File: src/rtl/ddc_host_pkg.sv
package ddc_host_pkg;
  localparam logic [7:0] BYTE_DST    = 8'h6E;
  localparam logic [7:0] BYTE_SRC    = 8'h51;
  localparam logic [7:0] BYTE_RDADR  = 8'h6F;
  localparam logic [7:0] REQ_LEN     = 8'h82;
  localparam logic [7:0] RPL_LEN     = 8'h88;
  localparam logic [7:0] OPC_GET     = 8'h01;
  localparam logic [7:0] OPC_REPLY   = 8'h02;
  localparam logic [7:0] VIRT_SEED   = 8'h50;

  localparam int REQ_N = 6;
  localparam int RPL_N = 11;
  localparam int IDX_W = $clog2(RPL_N);

  localparam logic [IDX_W-1:0] REQ_LAST = IDX_W'(REQ_N - 1);
  localparam logic [IDX_W-1:0] RPL_LAST = IDX_W'(RPL_N - 1);

  typedef enum logic [1:0] {
    OP_WR   = 2'd0,
    OP_RD   = 2'd1,
    OP_STOP = 2'd2
  } op_kind_e;

  typedef enum logic [2:0] {
    F_NONE = 3'd0,
    F_NACK = 3'd1,
    F_SRC  = 3'd2,
    F_LEN  = 3'd3,
    F_OPC  = 3'd4,
    F_FEAT = 3'd5,
    F_CHK  = 3'd6
  } fault_e;

  typedef enum logic [3:0] {
    S_IDLE,
    S_REQ,
    S_REQ_RSP,
    S_GAP,
    S_RADR,
    S_RADR_RSP,
    S_RD,
    S_RD_RSP,
    S_ABT,
    S_ABT_RSP
  } phase_e;
endpackage

File: src/rtl/ddc_req_gen.sv
module ddc_req_gen
  import ddc_host_pkg::*;
(
  input  logic [IDX_W-1:0] idx,
  input  logic [7:0]       feat,
  output logic [7:0]       byte_o
);
  logic [7:0] body [REQ_N];
  logic [7:0] sum;

  always_comb begin
    body[0] = BYTE_DST;
    body[1] = BYTE_SRC;
    body[2] = REQ_LEN;
    body[3] = OPC_GET;
    body[4] = feat;
    sum = 8'h00;
    for (int i = 0; i < REQ_N - 1; i++) begin
      sum = sum ^ body[i];
    end
    body[REQ_N-1] = sum;
  end

  always_comb begin
    byte_o = 8'h00;
    for (int i = 0; i < REQ_N; i++) begin
      if (idx == IDX_W'(i)) byte_o = body[i];
    end
  end
endmodule

File: src/rtl/ddc_gap_timer.sv
module ddc_gap_timer #(
  parameter int W = 20
) (
  input  logic         clk,
  input  logic         rst_n,
  input  logic         load,
  input  logic [W-1:0] value,
  input  logic         run,
  output logic         expired
);
  logic [W-1:0] cnt;

  always_ff @(posedge clk) begin
    if (!rst_n) begin
      cnt <= '0;
    end else if (load) begin
      cnt <= value;
    end else if (run && cnt != '0) begin
      cnt <= cnt - 1'b1;
    end
  end

  assign expired = run && (cnt == '0);

  // the counter never reloads while it is still running down
  assert_gap_noreload_R4: assert property (@(posedge clk) disable iff (!rst_n)
    run |-> !load);
endmodule

File: src/rtl/ddc_reply_check.sv
module ddc_reply_check
  import ddc_host_pkg::*;
(
  input  logic             clk,
  input  logic             rst_n,
  input  logic             clear,
  input  logic             push,
  input  logic [IDX_W-1:0] idx,
  input  logic [7:0]       data,
  input  logic [7:0]       want_feat,
  output fault_e           verdict,
  output logic [7:0]       f_rc,
  output logic [7:0]       f_feat,
  output logic [7:0]       f_type,
  output logic [15:0]      f_max,
  output logic [15:0]      f_cur
);
  localparam int BODY_N = RPL_N - 1;

  logic [7:0] held [BODY_N];
  logic [7:0] acc;

  genvar g;
  generate
    for (g = 0; g < BODY_N; g++) begin : g_cap
      always_ff @(posedge clk) begin
        if (!rst_n) begin
          held[g] <= 8'h00;
        end else if (push && idx == IDX_W'(g)) begin
          held[g] <= data;
        end
      end
    end
  endgenerate

  always_ff @(posedge clk) begin
    if (!rst_n) begin
      acc <= VIRT_SEED;
    end else if (clear) begin
      acc <= VIRT_SEED;
    end else if (push) begin
      acc <= acc ^ data;
    end
  end

  // verdict is meaningful while the final (checksum) byte is presented
  always_comb begin
    if (held[0] != BYTE_DST)       verdict = F_SRC;
    else if (held[1] != RPL_LEN)   verdict = F_LEN;
    else if (held[2] != OPC_REPLY) verdict = F_OPC;
    else if (held[4] != want_feat) verdict = F_FEAT;
    else if (data != acc)          verdict = F_CHK;
    else                           verdict = F_NONE;
  end

  assign f_rc   = held[3];
  assign f_feat = held[4];
  assign f_type = held[5];
  assign f_max  = {held[6], held[7]};
  assign f_cur  = {held[8], held[9]};

  // no reply byte beyond the eleventh is ever taken in
  assert_push_range_R5: assert property (@(posedge clk) disable iff (!rst_n)
    push |-> idx <= RPL_LAST);
endmodule

File: src/rtl/ddc_host_framer.sv
module ddc_host_framer
  import ddc_host_pkg::*;
#(
  parameter int GAP_W = 20
) (
  input  logic             clk,
  input  logic             rst_n,
  input  logic             go,
  input  logic [7:0]       feature,
  input  logic [GAP_W-1:0] gap_cycles,
  output logic             busy,
  output logic             done,
  output logic             err,
  output logic [2:0]       err_code,
  output logic [7:0]       res_code,
  output logic [7:0]       feat_echo,
  output logic [7:0]       type_code,
  output logic [15:0]      max_val,
  output logic [15:0]      cur_val,
  output logic             m_valid,
  input  logic             m_ready,
  output logic [1:0]       m_kind,
  output logic             m_start,
  output logic             m_stop,
  output logic             m_last,
  output logic [7:0]       m_data,
  input  logic             s_valid,
  output logic             s_ready,
  input  logic [7:0]       s_data,
  input  logic             s_nack
);
  phase_e           phase;
  logic [IDX_W-1:0] idx;
  logic [7:0]       feat_q;
  logic [7:0]       req_byte;
  logic             tmr_load;
  logic             tmr_run;
  logic             tmr_exp;
  logic             chk_push;
  logic             chk_clear;
  fault_e           verdict;
  logic [7:0]       c_rc, c_feat, c_type;
  logic [15:0]      c_max, c_cur;
  logic             rsp_fire;

  ddc_req_gen u_req (
    .idx    (idx),
    .feat   (feat_q),
    .byte_o (req_byte)
  );

  ddc_gap_timer #(.W(GAP_W)) u_gap (
    .clk     (clk),
    .rst_n   (rst_n),
    .load    (tmr_load),
    .value   (gap_cycles),
    .run     (tmr_run),
    .expired (tmr_exp)
  );

  ddc_reply_check u_chk (
    .clk       (clk),
    .rst_n     (rst_n),
    .clear     (chk_clear),
    .push      (chk_push),
    .idx       (idx),
    .data      (s_data),
    .want_feat (feat_q),
    .verdict   (verdict),
    .f_rc      (c_rc),
    .f_feat    (c_feat),
    .f_type    (c_type),
    .f_max     (c_max),
    .f_cur     (c_cur)
  );

  // operation stream, decoded from the phase
  always_comb begin
    m_valid = 1'b0;
    m_kind  = OP_WR;
    m_start = 1'b0;
    m_stop  = 1'b0;
    m_last  = 1'b0;
    m_data  = 8'h00;
    unique case (phase)
      S_REQ: begin
        m_valid = 1'b1;
        m_data  = req_byte;
        m_start = (idx == '0);
        m_stop  = (idx == REQ_LAST);
      end
      S_RADR: begin
        m_valid = 1'b1;
        m_data  = BYTE_RDADR;
        m_start = 1'b1;
      end
      S_RD: begin
        m_valid = 1'b1;
        m_kind  = OP_RD;
        m_last  = (idx == RPL_LAST);
        m_stop  = (idx == RPL_LAST);
      end
      S_ABT: begin
        m_valid = 1'b1;
        m_kind  = OP_STOP;
        m_stop  = 1'b1;
      end
      default: ;
    endcase
  end

  assign s_ready   = (phase == S_REQ_RSP) || (phase == S_RADR_RSP) ||
                     (phase == S_RD_RSP)  || (phase == S_ABT_RSP);
  assign rsp_fire  = s_valid && s_ready;
  assign busy      = (phase != S_IDLE);
  assign tmr_load  = (phase == S_REQ_RSP) && s_valid && !s_nack && (idx == REQ_LAST);
  assign tmr_run   = (phase == S_GAP);
  assign chk_clear = (phase == S_IDLE) && go;
  assign chk_push  = (phase == S_RD_RSP) && s_valid;

  always_ff @(posedge clk) begin
    if (!rst_n) begin
      phase     <= S_IDLE;
      idx       <= '0;
      feat_q    <= 8'h00;
      done      <= 1'b0;
      err       <= 1'b0;
      err_code  <= 3'd0;
      res_code  <= 8'h00;
      feat_echo <= 8'h00;
      type_code <= 8'h00;
      max_val   <= 16'h0000;
      cur_val   <= 16'h0000;
    end else begin
      done <= 1'b0;
      err  <= 1'b0;
      unique case (phase)
        S_IDLE: begin
          if (go) begin
            feat_q <= feature;
            idx    <= '0;
            phase  <= S_REQ;
          end
        end
        S_REQ: if (m_ready) phase <= S_REQ_RSP;
        S_REQ_RSP: begin
          if (rsp_fire) begin
            if (s_nack) begin
              if (idx == REQ_LAST) begin
                phase    <= S_IDLE;
                err      <= 1'b1;
                err_code <= F_NACK;
              end else begin
                phase <= S_ABT;
              end
            end else if (idx == REQ_LAST) begin
              phase <= S_GAP;
            end else begin
              idx   <= idx + 1'b1;
              phase <= S_REQ;
            end
          end
        end
        S_GAP: if (tmr_exp) phase <= S_RADR;
        S_RADR: if (m_ready) phase <= S_RADR_RSP;
        S_RADR_RSP: begin
          if (rsp_fire) begin
            if (s_nack) begin
              phase <= S_ABT;
            end else begin
              idx   <= '0;
              phase <= S_RD;
            end
          end
        end
        S_RD: if (m_ready) phase <= S_RD_RSP;
        S_RD_RSP: begin
          if (rsp_fire) begin
            if (idx == RPL_LAST) begin
              phase    <= S_IDLE;
              err_code <= verdict;
              if (verdict == F_NONE) begin
                done      <= 1'b1;
                res_code  <= c_rc;
                feat_echo <= c_feat;
                type_code <= c_type;
                max_val   <= c_max;
                cur_val   <= c_cur;
              end else begin
                err <= 1'b1;
              end
            end else begin
              idx   <= idx + 1'b1;
              phase <= S_RD;
            end
          end
        end
        S_ABT: if (m_ready) phase <= S_ABT_RSP;
        S_ABT_RSP: begin
          if (rsp_fire) begin
            phase    <= S_IDLE;
            err      <= 1'b1;
            err_code <= F_NACK;
          end
        end
        default: phase <= S_IDLE;
      endcase
    end
  end

  // an offered beat is held with stable fields until accepted
  assert_beat_hold_R3: assert property (@(posedge clk) disable iff (!rst_n)
    (m_valid && !m_ready) |=> (m_valid && $stable(m_data) && $stable(m_kind) &&
                               $stable(m_start) && $stable(m_stop) && $stable(m_last)));

  // a response wait is never overlapped by a new offer
  assert_one_outstanding_R3: assert property (@(posedge clk) disable iff (!rst_n)
    (m_valid && m_ready) |=> (s_ready && !m_valid));

  // a transaction ends in exactly one way
  assert_one_outcome_R8: assert property (@(posedge clk) disable iff (!rst_n)
    !(done && err));

  // value outputs move only together with a done pulse
  assert_vals_hold_R8: assert property (@(posedge clk) disable iff (!rst_n)
    !done |-> ($stable(max_val) && $stable(cur_val) && $stable(res_code)));

  // busy only drops on a completion pulse
  assert_busy_end_R10: assert property (@(posedge clk) disable iff (!rst_n)
    $fell(busy) |-> (done || err));

  // a start condition only ever rides on a write beat
  assert_start_write_R2: assert property (@(posedge clk) disable iff (!rst_n)
    (m_valid && m_start) |-> (m_kind == OP_WR));
endmodule

File: config.mk
export PLATFORM = sky130hd
export DESIGN_NAME = ddc_host_framer
export DESIGN_NICKNAME = d
export VERILOG_FILES = /design/src/rtl/ddc_host_pkg.sv /design/src/rtl/ddc_req_gen.sv /design/src/rtl/ddc_gap_timer.sv /design/src/rtl/ddc_reply_check.sv /design/src/rtl/ddc_host_framer.sv
export SDC_FILE = /design/constraint.sdc
export NUM_CORES = 1
export LEC_CHECK = 0
export BUFFER_PORTS_ARGS = -buffer_cell sky130_fd_sc_hd__buf_2
export CAP_MARGIN = 5
export CORE_MARGIN = 5
export CORE_UTILIZATION = 55
export DETAILED_ROUTE_END_ITERATION = 12
export PLACE_DENSITY_LB_ADDON = 0.12
export SLEW_MARGIN = 10
export SYNTH_ARGS = -nofsm -noshare
export SYNTH_HDL_FRONTEND = slang
export SYNTH_SLANG_ARGS = --single-unit
export TNS_END_PERCENT = 50
File: constraint.sdc
create_clock -name clk -period 5.2 [get_ports clk]
set_clock_uncertainty 0.2 [all_clocks]
set_input_delay 0.26 -clock clk [delete_from_list [all_inputs] [get_ports clk]]
set_output_delay 0.26 -clock clk [all_outputs]
set_load 0.05 [all_outputs]
# ---- After elaboration in Yosys (flattened, before gate mapping)
# Memory sizes are Yosys's and may differ from the RTL's. A register that Yosys moved wholly into a read port is not among the register bits.
# Index checks and enable logic that the tools add are counted.
dict set report op_classes {
  muxes 101
  eq_ne 41
  reduce_logical 45
  n_bitwise 13
  add_sub_neg 2
}
# operator count
set ops {}
lappend ops {{two-way mux 8 bit} 14}
lappend ops {{two-way mux 4 bit} 21}
lappend ops {{two-way mux 1 bit} 41}
lappend ops {{two-way mux 20 bit} 2}
lappend ops {{case mux 4 bit (10 select lines)} 1}
lappend ops {{two-way mux 3 bit} 12}
lappend ops {{== test 4 x 3 -> 1 bit (second input constant)} 8}
lappend ops {{!= test 2 bit (second input constant)} 16}
lappend ops {{== test 4 bit (second input constant)} 5}
lappend ops {{logical NOT 20 bit} 1}
lappend ops {{nonzero test 20 bit} 1}
lappend ops {{subtractor 20 x 1 -> 20 bit (second input constant)} 1}
lappend ops {{logical AND 1 bit} 18}
lappend ops {{== test 4 x 2 -> 1 bit (second input constant)} 4}
lappend ops {{!= test 8 bit} 2}
lappend ops {{case mux 4 bit (4 select lines)} 1}
lappend ops {{case mux 8 bit (2 select lines)} 1}
lappend ops {{two-way mux 7 bit} 2}
lappend ops {{OR 1 bit} 10}
lappend ops {{AND reduction 10 bit} 1}
lappend ops {{case mux 3 bit (3 select lines)} 1}
lappend ops {{AND reduction 9 bit} 1}
lappend ops {{== test 4 x 1 -> 1 bit (second input constant)} 2}
lappend ops {{logical NOT 4 bit} 2}
lappend ops {{23 further kinds} 34}
dict set report totals {
  mem_bits_rw 80
  mem_count 1
  wordCells 212
  regBits 57
  inputBits 42
}
# name words word_bits read_ports rd_clocked_by_memory_dff write_ports line_no
set memory_table {}
lappend memory_table {u_chk.held 10 8 10 6 10 ddc_reply_check.sv:20} ;# logic [7:0] held [BODY_N];

# ---- Longest topological paths before layout
# Gate-level depths: netlist (run 1).
dict set report logic_depth {
  word_depth 11
  ltp_mapped 11
  mapped_depth_nobuf 8
}

# ---- Modules after synthesis
# From an unflattened synthesis (run 1), not the netlist that was laid out.
dict set report unflattened {
  hier_cells 825
  area_unflattened_um2 8674.6
}
# module area_per_inst_um2 seq_area_each_um2 cells_per_inst n_inst
set by_module_without_submodules {}
lappend by_module_without_submodules {ddc_reply_check 3704.8 2562.5 271 1}
lappend by_module_without_submodules {ddc_host_framer 3564.7 1541.5 379 1}
lappend by_module_without_submodules {ddc_gap_timer 1233.7 400.4 148 1}
lappend by_module_without_submodules {ddc_req_gen 171.4 0.0 27 1}

# ---- Least setup slack after synthesis (run 1)
# Ideal clock, no wire load.
dict set report synth_timing {
  path_type {register to output}
  startpoint {register idx[0]}
  endpoint {output m_data[6]}
  arrival_ns 2.640
  slack_ns 2.100
  stages_incl_launch_ff 7
  cell_sequence {dfxtp_1 -> inv_1 -> ha_1 -> clkbuf_1 -> nor3_1 -> a21oi_1 -> o41ai_1}
}
dict set report synth_via {
  elab_chain_cells 8
  elab_cells_between_ends 13
  cone_classes {eq/ne (5); mux (7); reduce/logical (1)}
}
# element line_no
set synth_lines {}
lappend synth_lines {{start, declared} ddc_host_framer.sv:33} ;# logic [IDX_W-1:0] idx;
lappend synth_lines {{start signal, assigned} ddc_host_framer.sv:159} ;# idx <= idx + 1'b1;
lappend synth_lines {{start signal, assigned} ddc_host_framer.sv:193} ;# idx <= idx + 1'b1;
lappend synth_lines {{logical NOT 4 bit} ddc_req_gen.sv:27} ;# if (idx == IDX_W'(i)) byte_o = body[i];
lappend synth_lines {{two-way mux 7 bit (2 in series)} ddc_req_gen.sv:27}
lappend synth_lines {{two-way mux 8 bit (3 in series)} ddc_req_gen.sv:27}
lappend synth_lines {{two-way mux 8 bit *} ddc_req_gen.sv:27}
lappend synth_lines {{case mux 8 bit (2 select lines) *} ddc_host_framer.sv:85} ;# unique case (phase)
lappend synth_lines {{end, declared} ddc_host_framer.sv:26} ;# output logic [7:0] m_data,
# Every way passes the cells marked *; elsewhere a longest branch is shown, timed or not.

# ---- Worst setup path in the final report (run 1)
dict set report layout_timing {
  startpoint {register idx[1]}
  endpoint {register u_gap.cnt[12]}
}
dict set report layout_via {
  elab_chain_cells 3
  elab_cells_between_ends 4
  cone_classes {eq/ne (1); mux (1); reduce/logical (2)}
}
# element line_no
set layout_lines {}
lappend layout_lines {{== test 4 x 3 -> 1 bit *} ddc_host_framer.sv:116} ;# assign tmr_load = (phase == S_REQ_RSP) && s_valid && !s_nack && (idx == REQ_LAST);
lappend layout_lines {{logical AND 1 bit *} ddc_host_framer.sv:116}
lappend layout_lines {{two-way mux 20 bit or nonzero test 2 bit (tied branches)} --}
lappend layout_lines {{end signal, assigned} ddc_gap_timer.sv:17} ;# cnt <= value;
lappend layout_lines {{end signal, assigned} ddc_gap_timer.sv:19} ;# cnt <= cnt - 1'b1;
lappend layout_lines {{end, declared} ddc_gap_timer.sv:11} ;# logic [W-1:0] cnt;
# Marks and branches as above.
# A chain may end at the register's enable or synchronous reset.

==> metrics.txt, run 1 <==
Seq/Total Area, Yosys 54.7%; Starting DRT DRC Count 421; outcome finished, final reports clean; Final period util 67.0%; yosys warns 0; Comb power frac 19.6%; endpoint required time on the critical path 5.26 ns; Hold EP err$_SDFF_PN0_; post-synth cell types 56; Global Route Usage Sum 22.1%; hpwl dp 12800 um; antenna violations before repair 0; Top-Level Pins 119; fraction of registers with async set/reset 0%; Die X 132 um; antenna viol nets, final 0; Yosys top cell by area edfxtp_1; Post-synth top flop dfxtp_1; CP Class reg -> reg; CP top delay family simple AND/OR/NAND/NOR gates; Syn Nets 849; post-place setup slack 1.74 ns; # resized after CTS 0; CTS root buffer clkbuf_16; GP Congestion 0.858; hold path depth 2; worst vdd ir 0.268 mV; most frequent cells in the layout 118 x nor2_1, 118 x buf_2, 105 x dfxtp_1, 84 x and2_1, 80 x edfxtp_1; Nets 974; number of diodes 0; Post-synth EDFFs 80; hold_sp s_valid; Max Cap Viol 0; critical path peak fanout 37; setup total negative slack 0 ns; Slew @ Worst Pin 1.16 ns; overall die area 17500 um^2; R2R depth 7; initial core utilization 56.4%; Synth-to-Final Area Change 18.9%; sw frac 31.5%; Slowest cell on crit path nand2_1; Worst Path Arrival 3.55 ns; crit-path cells inv_1 > ha_1 > nand3b_1 > nor3_1 > nand2_1 > o21ai_0 > a21oi_1; Mapped Cells 802; total leakage power 0.00390 uW; TritonCTS clock tree yes; r2r setup slk 1.71 ns; Seq pwr share 44.8%; later-pin clock latency in the skew report 0.43 ns; ranking of synthesized cells by area edfxtp_1 29%, dfxtp_1 26%, mux2i_1 8.1%; max-slew violation count 0; Internal 2510 uW; Routed WL 19000 um; highest clock rate 0.287 GHz; nature of the critical path endpoint register; Max Root-Sink Buffers 2; GRT overflow 0; fillcell total 1134; post-CTS setup buffer count 0; setup violators final 0; DR WL/cell 16.9 um; layout cells sized above 1 17.6%; # rows 44; clock share of power 35.6%; DR DRC count 0; final setup margin 1.71 ns; clk slew on worst S/H paths 0.07 ns; RSZ-0062 raised after global routing no; vias in the first global route 6243; pwr dens 374 nW/um^2; RR Endpoint u_gap.cnt[12]$_SDFFE_PN0P_; Num CTS Buffers 17; total power 3660 uW; Via density 5.51; Yosys top cell area share 29.2%; Pre-antenna DRT Iters 5; RR Startpoint idx[1]$_SDFFE_PN0P_; fin crit period 3.49 ns; Synth Register Bits 185; core area 14600 um^2; htree depth 4; Die Height 132 um; HP Class in -> reg; vias 6197; Worst Path Buf+Inv 1; pin count of the biggest net entering global routing 44; Sw Pwr 1150 uW; crit start category register; count of buffers from port buffering 118; headroom to the max-slew limit 22.1%; Mapped Area 8230 um^2; Fin. Hold Viols 0; first-pass GRT wire length 31400 um; syn_area_per_cell 10.3 um^2; clock sinks 185; CP max stage delay 0.72 ns
[layer usage]
metal | up-vias | track usage [%] | share of wire (%)
met4 | 0 | 6.79 | 1.5
li1 | 3035 | - | -
met2 | 156 | 37.6 | 50
met3 | 27 | 5.50 | 4.8
met5 | - | 0 | 0
met1 | 2979 | 27.7 | 44
[repair_timing]
| action | in CTS | in global routing |
|---|---|---|
| hold endpoints to repair | 28 | 0 |
| hold buffers | 30 | 0 |
| setup endpoints to repair | 0 | 0 |
[sequential cells by signal, indices dropped and copies added (netlist names)]
register / cells
err: 1
idx: 4
cur_val: 16
done: 1
err_code: 3
feat_q: 8
u_chk.held: 80
phase: 4
u_gap.cnt: 20
type_code: 8
res_code: 8
feat_echo: 8
u_chk.acc: 8
max_val: 16
[worst register-to-register path: stages (launching register included)]
cell and delay (ns):
dfxtp_1 0.34, inv_1 0.11, ha_1 0.34, nand3b_1 0.44, nor3_1 0.63, nand2_1 0.72, o21ai_0 0.46, a21oi_1 0.09
[Yosys cell counts, types with 7 or more instances]
cell type,instances
a21oi_1,38
and2_1,84
clkbuf_1,35
dfxtp_1,105
edfxtp_1,80
inv_1,12
mux2i_1,67
nand2_1,46
nand3_1,17
nand4_1,7
nor2_1,118
nor3_1,14
o21ai_0,40
xnor2_1,12
xor2_1,32
[worst max path at each step]
stage	slack (ns)	from	end	cells after the start
floorplan	2.10	idx[0]$_SDFFE_PN0P_	m_data[6]	6
CTS	1.70	idx[1]$_SDFFE_PN0P_	u_gap.cnt[12]$_SDFFE_PN0P_	7
global placement	2.00	phase[1]$_SDFFE_PN0P_	u_gap.cnt[9]$_SDFFE_PN0P_	5
finish	1.71	idx[1]$_SDFFE_PN0P_	u_gap.cnt[12]$_SDFFE_PN0P_	7
global route	1.39	idx[1]$_SDFFE_PN0P_	u_gap.cnt[12]$_SDFFE_PN0P_	7
detailed placement	1.74	phase[1]$_SDFFE_PN0P_	u_gap.cnt[12]$_SDFFE_PN0P_	5
[layout make-up]
type                    instances  area (um^2)  share of cell area, %
multi-input cells             558         3490                   35.7
clock inverters                13          140                   1.43
repair buffers                152          921                   9.40
clock buffers                  19          454                   4.64
inverters                      13         48.8                  0.498
flip-flops and latches        185         4500                   46.0
well taps                     184          230                   2.35
[kinds of logic (layout without fill, tap and decap cells)]
kind of cell | after synthesis | count (layout) | share of synthesized area, %
adders and majority gates | 5 | 5 | 0.760
muxes | 67 | 67 | 8.15
and+or+nand+nor | 337 | 337 | 21.3
AOI/OAI and AO/OA | 105 | 105 | 7.43
xor gates and xnor gates | 44 | 44 | 4.68
buffers and inverters | 59 | 197 | 2.93
DFF | 185 | 185 | 54.7
[stage by stage]
step / std cells / cell area [um^2] / hold slack, ns / utilization, %
global placement: 1062 / 8900 / 0.266 / 61.0
global route: 1124 / 9790 / 0.0171 / 67.1
detailed placement: 1062 / 8900 / 0.276 / 61.0
finish: 1124 / 9790 / 0.0219 / 67.1
floorplan: 802 / 8230 / 0.204 / -
CTS: 1124 / 9790 / 0.0149 / 67.1
[power groups by stage]
stage,clock (uW),combinational (uW),sequential [uW]
6_report,1300,717,1640
5_1_grt,1390,767,1650
4_1_cts,1320,715,1640
3_5_place_dp,0,695,1670
3_3_place_gp,0,686,1670
2_1_floorplan,0,558,1630
(Power assumes the default switching activity.)
==> inputs of run 2 (changes only) <==
==> constraint.sdc (replaced) <==
create_clock -name clk -period 3.42 [get_ports clk]
set_clock_uncertainty 0.2 [all_clocks]
set_input_delay 0.171 -clock clk [delete_from_list [all_inputs] [get_ports clk]]
set_output_delay 0.171 -clock clk [all_outputs]
set_load 0.05 [all_outputs]
==> run 2 against run 1 <==
Maximum frequency is 11% higher; setup slack got worse by 1.4 ns; critical path depth increased by 1; total power is 51% higher; wire length rose by 2.5%; sequential cell count is the same; sequential share of layout area is 1.5 points lower; largest power group unchanged; highest routed layer unchanged.
==> metrics.txt, run 2 (same netlist as run 1, synthesis figures left out) <==
setup total negative slack 0 ns; Reg with most FFs u_chk.held; htree depth 4; Hold EP u_chk.acc[7]$_SDFFE_PP0P_; Global Route Usage Sum 22.0%; critical path peak fanout 37; Max Root-Sink Buffers 2; Starting DRT DRC Count 342; total power 5530 uW; outcome finished, final reports clean; max-slew violation count 0; nature of the critical path endpoint register; first-pass GRT wire length 31500 um; Synth-to-Final Area Change 23.0%; Num CTS Buffers 17; layout cells sized above 1 19.0%; later-pin clock latency in the skew report 0.43 ns; Storage cell area 4500 um^2; Max Cap Viol 0; Slew @ Worst Pin 0.662 ns; Via density 5.48; Nets 1010; Final period util 91.8%; most frequent cells in the layout 118 x nor2_1, 118 x buf_2, 105 x dfxtp_1, 84 x and2_1, 80 x edfxtp_1; Top-Level Pins 119; fillcell total 1083; Multi-input gate area 3490 um^2; vias in the first global route 6477; r2r setup slk 0.28 ns; Pre-antenna DRT Iters 5; headroom to the max-slew limit 55.8%; endpoint required time on the critical path 3.52 ns; pwr dens 547 nW/um^2; Worst Path Arrival 3.24 ns; antenna violations before repair 0; final core utilization 69.4%; overall die area 17500 um^2; biggest registers after layout u_chk.held x80, u_gap.cnt x20; CTS root buffer clkbuf_16; crit start category register; count of buffers from port buffering 118; pin count of the biggest net entering global routing 44; fin crit period 3.14 ns; Hold Slack 0.0184 ns; setup violators final 0; hold_sp s_data[7]; # rows 44; clk slew on worst S/H paths 0.07 ns; Fin. Hold Viols 0; Worst Setup SP phase[3]$_SDFFE_PN0P_; Die Height 132 um; Die X 132 um; hold path depth 4; CP Class reg -> reg; R2R depth 8; DR DRC count 0; highest clock rate 0.318 GHz; worst vdd ir 0.476 mV; RR Startpoint phase[3]$_SDFFE_PN0P_; core area 14600 um^2; number of flip-flops in the largest register 80; antenna viol nets, final 0; initial core utilization 56.4%; Routed WL 19400 um; vias 6356; GRT overflow 0; number of diodes 0; GP Congestion 0.861; DR WL/cell 16.8 um; TritonCTS clock tree yes; clock sinks 185; HP Class in -> reg; hpwl dp 13200 um; RR Endpoint u_gap.cnt[4]$_SDFFE_PN0P_; RSZ-0062 raised after global routing no; total leakage power 0.00406 uW
==> run 2: cell types whose count changed in the layout (fill, tap and decap cells not counted), moves of 2 or more <==
cell,delta
buf_12,+2
o21ai_1,-2
o21ai_0,+2
dlygate4sd3_1,+18
clkinv_4,+2
clkinv_2,-3
buf_4,+16
inv_6,+2
==> run 2: routing by layer <==
metal  up-vias  GRT usage, %  part of all wire, %
met5         -             0                    0
met4         0          5.60                 0.90
met3        20          4.54                  4.8
met2       170          39.3                   52
met1      3057          27.2                   43
li1       3109             -                    -
==> run 2: report_power, final <==
part	total [uW]	internal (uW)	switching, uW
Combinational	1160	348	816
Clock	1920	1030	889
Sequential	2450	2370	74.8
Total	5530	3760	1780
==> run 2: how the worst max path moves through the flow <==
stage,endpoint,slack (ns),cells past startpoint
6_report,u_gap.cnt[4]$_SDFFE_PN0P_,0.28,8
5_1_grt,u_gap.cnt[7]$_SDFFE_PN0P_,0.1,8
4_1_cts,u_gap.cnt[3]$_SDFFE_PN0P_,0.27,10
3_5_place_dp,phase[0]$_SDFFE_PN0P_,0.44,8
3_3_place_gp,phase[0]$_SDFFE_PN0P_,0.62,8
2_1_floorplan,m_data[6],0.41,6
==> run 2: timing repair <==
action / in CTS / in global routing
buffers inserted: 0 / 2
hold buffers: 48 / 0
endpoints found under the hold margin: 31 / 0
gates resized for setup: 0 / 0
endpoints found under the setup margin: 0 / 4
==> run 2: cell type report <==
| class | instances | share of cell area [%] |
|---|---|---|
| repair buffers | 188 | 12.5 |
| clock buffers | 17 | 4.20 |
| flip-flops and latches | 185 | 44.5 |
| inverters | 13 | 0.482 |
| multi-input cells | 558 | 34.5 |
| clock inverters | 15 | 1.59 |
| well taps | 184 | 2.27 |
==> run 2: worst max-delay path: stages (launching register included) <==
cell	delay, ns
dfxtp_1	0.48
or4b_2	0.78
nor3_1	0.18
buf_4	0.18
nand2_1	0.05
buf_4	0.24
o21ai_0	0.24
dlygate4sd3_1	0.61
a21oi_1	0.04
==> run 2: stage by stage <==
stage | instance area [um^2] | setup WS, ns | instances
6_report | 10100 | 0.279 | 1160
5_1_grt | 10100 | 0.0961 | 1160
4_1_cts | 10100 | 0.270 | 1158
3_5_place_dp | 9040 | 0.442 | 1078
3_3_place_gp | 9040 | 0.617 | 1078
2_1_floorplan | 8230 | 0.409 | 802
